## src/rtl/drift_pkg.sv

```systemverilog
package drift_pkg;
   localparam int unsigned DRIFT_DIRS = 2;
   typedef enum logic [0:0] {
      DIR_RISE = 1'b0,
      DIR_FALL = 1'b1
   } drift_dir_e;
   typedef struct packed {
      logic rise;
      logic fall;
   } drift_step_t;
endpackage

```

## src/rtl/drift_interval_timer.sv

```systemverilog
module drift_interval_timer #(
   parameter int unsigned SW  = 8,
   parameter int unsigned SCW = 8,
   parameter int unsigned OFF_CODE = 255
) (
   input  logic           clk,
   input  logic           rst_n,
   input  logic           restart,
   input  logic [SW-1:0]  setting,
   input  logic [SCW-1:0] spacing,
   input  logic           base_tick,
   input  logic           dur_tick,
   output logic           fire
);
   localparam int unsigned TW = SW + 5;

   generate
      if (SW < 2 || SCW < 1) begin : g_bad_width
         $error("drift_interval_timer: widths too small");
      end
      if (OFF_CODE >= (1 << SW)) begin : g_bad_code
         $error("drift_interval_timer: OFF_CODE out of range");
      end
   endgenerate

   logic [SCW-1:0] sub_q;
   logic [TW-1:0]  unit_q;
   logic           enabled, scaled, unit_ev;
   logic [TW-1:0]  target;

   always_comb begin
      enabled = (setting != SW'(OFF_CODE));
      scaled  = (spacing == '0);
      target  = TW'(setting) + TW'(1);
      if (scaled) target = target << 4;
      if (scaled) unit_ev = dur_tick;
      else        unit_ev = base_tick && (sub_q >= spacing - SCW'(1));
      fire = enabled && unit_ev && (unit_q >= target - TW'(1));
   end

   always_ff @(posedge clk) begin
      if (!rst_n || restart || !enabled) begin
         sub_q  <= '0;
         unit_q <= '0;
      end else begin
         if (scaled)         sub_q <= '0;
         else if (base_tick) sub_q <= (sub_q >= spacing - SCW'(1)) ? '0 : sub_q + SCW'(1);
         if (unit_ev)        unit_q <= fire ? '0 : unit_q + TW'(1);
      end
   end

   a_r5_disabled_silent: assert property (@(posedge clk) disable iff (!rst_n)
      (setting == SW'(OFF_CODE)) |-> !fire);
   a_r4_needs_duration_tick: assert property (@(posedge clk) disable iff (!rst_n)
      (fire && spacing == '0) |-> dur_tick);
   a_r9_restart_clears: assert property (@(posedge clk) disable iff (!rst_n)
      restart |=> (unit_q == '0 && sub_q == '0));
endmodule

```

## src/rtl/drift_channel.sv

```systemverilog
module drift_channel #(
   parameter int unsigned W = 16
) (
   input  logic                clk,
   input  logic                rst_n,
   input  logic                recal,
   input  logic                burst_done,
   input  logic [W-1:0]        sample,
   input  drift_pkg::drift_step_t step,
   output logic [W-1:0]        ref_o,
   output logic signed [W:0]   dev_o
);
   generate
      if (W < 2) begin : g_bad_width
         $error("drift_channel: W too small");
      end
   endgenerate

   logic [W-1:0] ref_q;
   logic signed [W:0] dev_q;
   logic above, below;

   always_comb begin
      above = sample > ref_q;
      below = sample < ref_q;
   end

   always_ff @(posedge clk) begin
      if (!rst_n) begin
         ref_q <= '0;
      end else if (recal) begin
         ref_q <= sample;
      end else if (step.rise && above && ref_q != '1) begin
         ref_q <= ref_q + W'(1);
      end else if (step.fall && below && ref_q != '0) begin
         ref_q <= ref_q - W'(1);
      end
   end

   always_ff @(posedge clk) begin
      if (!rst_n)          dev_q <= '0;
      else if (burst_done) dev_q <= $signed({1'b0, sample}) - $signed({1'b0, ref_q});
   end

   assign ref_o = ref_q;
   assign dev_o = dev_q;

   a_r6_rise_one: assert property (@(posedge clk) disable iff (!rst_n)
      (!recal && step.rise && above) |=> ref_q == $past(ref_q) + W'(1));
   a_r7_fall_one: assert property (@(posedge clk) disable iff (!rst_n)
      (!recal && step.fall && below) |=> ref_q == $past(ref_q) - W'(1));
   a_r7_equal_holds: assert property (@(posedge clk) disable iff (!rst_n)
      (!recal && sample == ref_q) |=> $stable(ref_q));
   a_r9_recal_loads: assert property (@(posedge clk) disable iff (!rst_n)
      recal |=> ref_q == $past(sample));
   a_r11_quiet_holds: assert property (@(posedge clk) disable iff (!rst_n)
      (!recal && !step.rise && !step.fall) |=> $stable(ref_q));
   a_r10_dev_holds: assert property (@(posedge clk) disable iff (!rst_n)
      !burst_done |=> $stable(dev_q));
endmodule

```

## src/rtl/baseline_drift_comp.sv

```systemverilog
module baseline_drift_comp #(
   parameter int unsigned NCH  = 2,
   parameter int unsigned W    = 16,
   parameter int unsigned SW   = 8,
   parameter int unsigned SCW  = 8,
   parameter int unsigned RISE_DEFAULT = 100,
   parameter int unsigned FALL_DEFAULT = 2,
   parameter int unsigned OFF_CODE     = 255
) (
   input  logic                       clk,
   input  logic                       rst_n,
   input  logic                       recal,
   input  logic                       burst_done,
   input  logic                       base_tick,
   input  logic                       dur_tick,
   input  logic [SCW-1:0]             spacing,
   input  logic                       cfg_load,
   input  logic [SW-1:0]              up_rate_in,
   input  logic [SW-1:0]              down_rate_in,
   input  logic [NCH-1:0][W-1:0]      sample,
   output logic [NCH-1:0][W-1:0]      ref_level,
   output logic [NCH-1:0][W:0]        deviation
);
   import drift_pkg::*;

   generate
      if (NCH < 1) begin : g_bad_nch
         $error("baseline_drift_comp: NCH must be at least 1");
      end
      if (RISE_DEFAULT >= (1 << SW) || FALL_DEFAULT >= (1 << SW)) begin : g_bad_def
         $error("baseline_drift_comp: default rate does not fit SW");
      end
   endgenerate

   logic [DRIFT_DIRS-1:0][SW-1:0] rate_q;
   logic [DRIFT_DIRS-1:0]         fire;
   drift_step_t                   step;

   always_ff @(posedge clk) begin
      if (!rst_n) begin
         rate_q[DIR_RISE] <= SW'(RISE_DEFAULT);
         rate_q[DIR_FALL] <= SW'(FALL_DEFAULT);
      end else if (cfg_load) begin
         rate_q[DIR_RISE] <= up_rate_in;
         rate_q[DIR_FALL] <= down_rate_in;
      end
   end

   genvar d, c;
   generate
      for (d = 0; d < DRIFT_DIRS; d++) begin : g_dir
         drift_interval_timer #(.SW(SW), .SCW(SCW), .OFF_CODE(OFF_CODE)) u_timer (
            .clk       (clk),
            .rst_n     (rst_n),
            .restart   (recal),
            .setting   (rate_q[d]),
            .spacing   (spacing),
            .base_tick (base_tick),
            .dur_tick  (dur_tick),
            .fire      (fire[d])
         );
      end
   endgenerate

   always_comb begin
      step.rise = fire[DIR_RISE];
      step.fall = fire[DIR_FALL];
   end

   generate
      for (c = 0; c < NCH; c++) begin : g_ch
         logic signed [W:0] dev_c;
         drift_channel #(.W(W)) u_ch (
            .clk        (clk),
            .rst_n      (rst_n),
            .recal      (recal),
            .burst_done (burst_done),
            .sample     (sample[c]),
            .step       (step),
            .ref_o      (ref_level[c]),
            .dev_o      (dev_c)
         );
         assign deviation[c] = dev_c;
      end
   endgenerate

   a_r2_rates_hold: assert property (@(posedge clk) disable iff (!rst_n)
      !cfg_load |=> $stable(rate_q));
   a_r2_rates_load: assert property (@(posedge clk) disable iff (!rst_n)
      cfg_load |=> (rate_q[DIR_RISE] == $past(up_rate_in) && rate_q[DIR_FALL] == $past(down_rate_in)));
endmodule

```

## config.mk

```make
export PLATFORM = sky130hd
export DESIGN_NAME = baseline_drift_comp
export DESIGN_NICKNAME = d
export VERILOG_FILES = /design/src/rtl/drift_pkg.sv /design/src/rtl/drift_interval_timer.sv /design/src/rtl/drift_channel.sv /design/src/rtl/baseline_drift_comp.sv
export SDC_FILE = /design/constraint.sdc
export NUM_CORES = 1
export LEC_CHECK = 0
export ABC_AREA = 0
export BUFFER_PORTS_ARGS = -buffer_cell sky130_fd_sc_hd__buf_2
export CAP_MARGIN = 20
export CORE_ASPECT_RATIO = 1.75
export CORE_MARGIN = 2
export CORE_UTILIZATION = 60
export DETAILED_ROUTE_END_ITERATION = 10
export GPL_TIMING_DRIVEN = 0
export HOLD_SLACK_MARGIN = 0.12
export PLACE_DENSITY = 0.91
export SLEW_MARGIN = 20
export SYNTH_ARGS = -nofsm -noshare
export SYNTH_HDL_FRONTEND = slang
export SYNTH_SLANG_ARGS = --single-unit
```

## constraint.sdc

```tcl
create_clock -name clk -period 8.87 [get_ports clk]
set_input_delay 0.4435 -clock clk [delete_from_list [all_inputs] [get_ports clk]]
set_output_delay 0.4435 -clock clk [all_outputs]
set_load 0.05 [all_outputs]
```

; ---- After elaboration in Yosys (flattened, before gate mapping)
; Index checks and enable logic that the tools add are counted.
[classes]
add_sub_neg = 15
magnitude_cmp = 8
eq_ne = 4
muxes = 14
reduce_logical = 27
[op_table]
columns = op, n
row1 = $mux 16, 6
row2 = $mux 13, 4
row3 = $sub 16x16->17, 2
row4 = $add 16x1->16 const B, 2
row5 = $gt 16x16->1, 2
row6 = $lt 16x16->1, 2
row7 = $ne 16x16->1 const B, 2
row8 = $reduce_bool 16->1, 2
row9 = $sub 16x1->16 const B, 2
row10 = $add 13x1->13 const B, 2
row11 = $ge 13x13->1, 2
row12 = $sub 13x1->13 const B, 2
row13 = $add 8x1->9 const B, 2
row14 = $add 8x1->8 const B, 2
row15 = $ge 8x8->1, 2
row16 = $mux 8, 2
row17 = $ne 8x8->1 const B, 2
row18 = $logic_and 1x1->1, 14
row19 = $logic_not 8->1, 1
row20 = $sub 8x1->8 const B, 1
row21 = $reduce_bool 3->1, 2
row22 = $reduce_or 2->1, 2
row23 = $logic_not 1->1, 3
row24 = $logic_or 1x1->1, 3
row25 = $mux 1, 2
[totals]
regBits = 124
in_bits = 63
out_inout_bits = 66
wordCells = 78

; ---- Longest topological paths before layout
[depth]
word_depth = 11
ltp_mapped = 30
depth_no_buf = 26

; ---- Hierarchy
; Synthesis repeated with hierarchy kept, for this count alone.
[hier_totals]
hier_cells = 1387
hier_area_um2 = 11023.1
[modules_own_cells]
columns = module, n_inst, cells_each, area_each_um2, seq_area_each_um2
row1 = drift_interval_timer, 2, 294, 2302.2, 420.4
row2 = drift_channel at g_ch[1].u_ch, 1, 377, 2907.8, 660.6
row3 = drift_channel at g_ch[0].u_ch, 1, 371, 2905.3, 660.6
row4 = baseline_drift_comp, 1, 51, 605.6, 320.3

; ---- Least setup slack after synthesis
; No wires, ideal clock.
[synth_path]
path_kind = input to register
from = in spacing[2]
to = reg g_ch[1].u_ch.ref_q[10]
setup_ps = 122
arrival_time_ps = 6779
required_time_ps = 8748
slack_ps = 1969
stages = 28
n_path_buf = 4
cell_sequence = or4_4 -> or4b_1 -> buf_4 -> clkbuf_1 -> buf_1 -> nand2b_1 -> ha_1 -> o211ai_1 -> or3_4 -> o21ai_1 -> a41oi_1 -> ha_1 -> nand2_1 -> nor2_1 -> a221oi_1 -> o21ai_0 -> o21a_1 -> nand4_4 -> buf_2 -> ha_1 -> nor2b_1 -> o31a_1 -> o211ai_1 -> a21boi_0 -> o21a_1 -> o21ai_0 -> mux2_2 -> o311a_1
[synth_via]
elab_chain_len = 10
word_cells_on_any_way = 25
cone_classes = add/sub (3) / order compare (4) / mux (6) / reduce/logical (12)
[synth_rtl]
columns = item, line_no
row1 = from (decl), baseline_drift_comp.sv:16  ; input logic [SCW-1:0] spacing,
row2 = branches (longest 10 deep; another with $sub 13x1->13), --
row3 = to (signal assigned), drift_channel.sv:32  ; ref_q <= sample;
row4 = to (signal assigned), drift_channel.sv:34  ; ref_q <= ref_q + W'(1);
row5 = to (signal assigned), drift_channel.sv:36  ; ref_q <= ref_q - W'(1);
row6 = to (decl), drift_channel.sv:19  ; logic [W-1:0] ref_q;
; Parallel ways; which one is timed is not known.
; A chain may end at the register's enable or synchronous reset.

; ---- Worst setup path after layout
; Same ends and word-level chain as after synthesis.

==> impl_metrics.tcl <==
set metrics [dict create \
    status "completed" \
    synth_top_area_share_pct 23.5 \
    fin_crit_sh_pct 90.3 \
    cp_slowest_stage_delay_ps 570 \
    power_density_mw_per_mm2 160 \
    crit_start "spacing[2]" \
    slowest_stage "or4_4" \
    synthMuxAreaShare_pct 2.48 \
    r2r_slack_ps 1380 \
    track_usage_pct 36.1 \
    wirelength_mm 34.3 \
    ant_nets 0 \
    synthFlopType "dfxtp_1" \
    synth-xor-area-share_pct 7.97 \
    cts_buffers 17 \
    ys_top_cells_by_area "dfxtp_1 24%, ha_1 14%, nor2_1 4.4%" \
    power_leakage_nw 5.13 \
    place_congestion 0.985 \
    dp_cells 1700 \
    synth_common_cells "125 x nor2_1, 124 x dfxtp_1, 114 x ha_1" \
    detail_route.iter0.violations 781 \
    fp.dieH_um 179 \
    finalHoldViolCount 0 \
    synth_top_family_by_area "simple AND/OR/NAND/NOR gates" \
    synthSimpleGateAreaFrac_pct 24.0 \
    die_area_sq_mm 0.0187 \
    cap_viol_max_count 0 \
    criticalPathCategory "in -> reg" \
    die-width_um 104 \
    synth_compound_area_share_pct 22.9 \
    grt_max_degree 25 \
    core_region_area_sq_mm 0.0174 \
    synth_edf_count 0 \
    setup_tns_ps 0 \
    cts.clk_slew.worst_paths_ps 60 \
    num_rows 64 \
    avgSynthCellArea_sq_um 7.85 \
    syn_area_sq_mm 0.0105 \
    fillers 1415 \
    io_pins 129 \
    htree_levels 4 \
    cts_tree "yes" \
    yosysUniqueCellTypes 86 \
    vdd_drop_max_uv 137 \
    fin_nets 1669 \
    remaining_drc_errors 0 \
    finalClockSkew_ps 11.4 \
    min_period_ps 8010 \
    initial_core_util_pct 60.7 \
    grt_pass1_wl_mm 53.7 \
    crit_path_max_fanout 24 \
    worstReg2RegStart "rate_q[1]" \
    worst_pin_slew_ps 987 \
    synth_fp_nets 1525 \
    vias 11300 \
    synthAdderAreaFrac_pct 14.3 \
    syn_to_final_growth_pct 14.4 \
    avgViaCountPerCell 6.55 \
    endpoint_kind "register" \
    post_cts_buffers 0 \
    cts_sinks 124 \
    antenna_found_initial 1 \
    rsz0062_at_grt "false" \
    setup_viol 0 \
    worstSkewPairLatency_ps 430 \
    clockBufferDepth 2 \
    ys_ff_latch 124 \
    layout-drive-gt1-share_pct 13.1 \
    cp.required_ps 9180 \
    syn_inst 1344 \
    clock.fmax_mhz 125 \
    cts_root_buf "clkbuf_16" \
    wl_per_cell_um 19.8 \
    cp.arrival_ps 8320 \
    cts_hold_buf 0 \
    final_core_util_pct 69.4 \
    place_hpwl_mm 26.7 \
    min_from "up_rate_in[5]" \
    synth_top_cell_by_area "dfxtp_1" \
    grt-ovfl-total 0 \
    relSlewSlack_pct 33.3 \
    yosysWarnings 0 \
    grt_pass1_vias 11400 \
    drv_slew 0 \
    cp-start-kind "input port" \
    first_pass_iters 7 \
    ctsResizeCount 0 \
    ys_seq_area_share_pct 23.5 \
    fin_cells 1732 \
    synth.most_common_cell "nor2_1" \
    async_flop_share_pct 0 \
    hold_class "in -> reg" \
    io_buffer_count 125 \
]
where the power goes:
| part | internal [mW] | leakage (nW) | switching, mW |
|---|---|---|---|
| registers | 0.590 | 1.02 | 0.0381 |
| clock network | 0.443 | 0.280 | 0.279 |
| logic | 0.196 | 3.83 | 0.378 |
| total | 1.23 | 5.13 | 0.696 |
metal layers:
| layer | wire length [um] | part of all wire (%) | global-route usage, % |
|---|---|---|---|
| met3 | 2350 | 6.9 | 7.31 |
| met1 | 11400 | 33 | 32.5 |
| met4 | 3380 | 9.9 | 33.2 |
| met5 | 0 | 0 | 0 |
| met2 | 17200 | 50 | 67.6 |
worst max-delay path: cells and delay by family:
family / cells / cell delay, ps
AOI/OAI and AO/OA: 12 / 2740
and+or+nand+nor: 8 / 2390
muxes: 1 / 360
adders and majority gates: 3 / 1000
buffers and inverters: 5 / 1360
path summary, 6_finish.rpt:
| check | to | depth (start not counted) |
|---|---|---|
| setup / recovery | g_ch[1].u_ch.ref_o[10] | 29 |
| hold / removal | rate_q[5] | 3 |
| setup reg to reg | g_ch[1].u_ch.ref_o[10] | 27 |
| hold reg to reg | g_ch[0].u_ch.dev_o[12] | 2 |
layout make-up:
| cell class | instances | area, sq um | share of cell area, % |
|---|---|---|---|
| Multi-Input combinational cell | 1096 | 7560 | 62.7 |
| Clock buffer | 19 | 433 | 3.59 |
| Clock inverter | 12 | 165 | 1.37 |
| Buffer | 55 | 246 | 2.04 |
| Timing Repair Buffer | 125 | 626 | 5.19 |
| Inverter | 69 | 259 | 2.15 |
| Sequential cell | 124 | 2480 | 20.6 |
| Antenna cell | 1 | 2.50 | 0.0207 |
| Tap cell | 231 | 289 | 2.40 |
layout by cell type, fill, tap and decap left out, types with 11 or more instances in the layout:
cell type	n
a211o_1	11
a211oi_1	22
a21o_1	21
a21oi_1	78
a31oi_1	39
and3_1	22
buf_2	133
clkbuf_1	36
clkbuf_16	17
dfxtp_1	124
ha_1	114
inv_1	65
mux2i_1	25
nand2_1	95
nand2b_1	16
nand3_1	66
nand4_1	37
nor2_1	125
nor2b_1	11
nor3_1	38
nor4_1	23
o211ai_1	17
o21a_1	18
o21ai_0	78
o31ai_1	12
or3_1	13
xnor2_1	49
xor2_1	47
sequential cells by signal, indices dropped and copies added, names as in the netlist:
signal and cells:
rate_q 16, g_ch.u_ch.ref_o 32, g_dir.u_timer.unit_q 26, g_dir.u_timer.sub_q 16
g_ch.u_ch.dev_o 34
per-stage QoR:
| step | hold slack [ps] | instance area, sq um | total power [mW] | setup WS, ps |
|---|---|---|---|---|
| floorplan | 469 | 10500 | 1.05 | 1970 |
| global placement | 447 | 11500 | 1.18 | 745 |
| CTS | 237 | 12100 | 1.91 | 1070 |
| finish | 240 | 12100 | 1.93 | 862 |
| global route | 253 | 12100 | 2.00 | 559 |
| detailed placement | 456 | 11500 | 1.20 | 658 |
cells by family (layout without fill, tap and decap cells):
family                     after synthesis  count (layout)
DFF                                    124             124
other                                    0               1
xor gates and xnor gates                96              96
muxes                                   26              26
and+or+nand+nor                        491             491
buffers and inverters                  124             280
adders and majority gates              118             118
AOI/OAI and AO/OA                      365             365
Power figures use the tool's default switching activity.
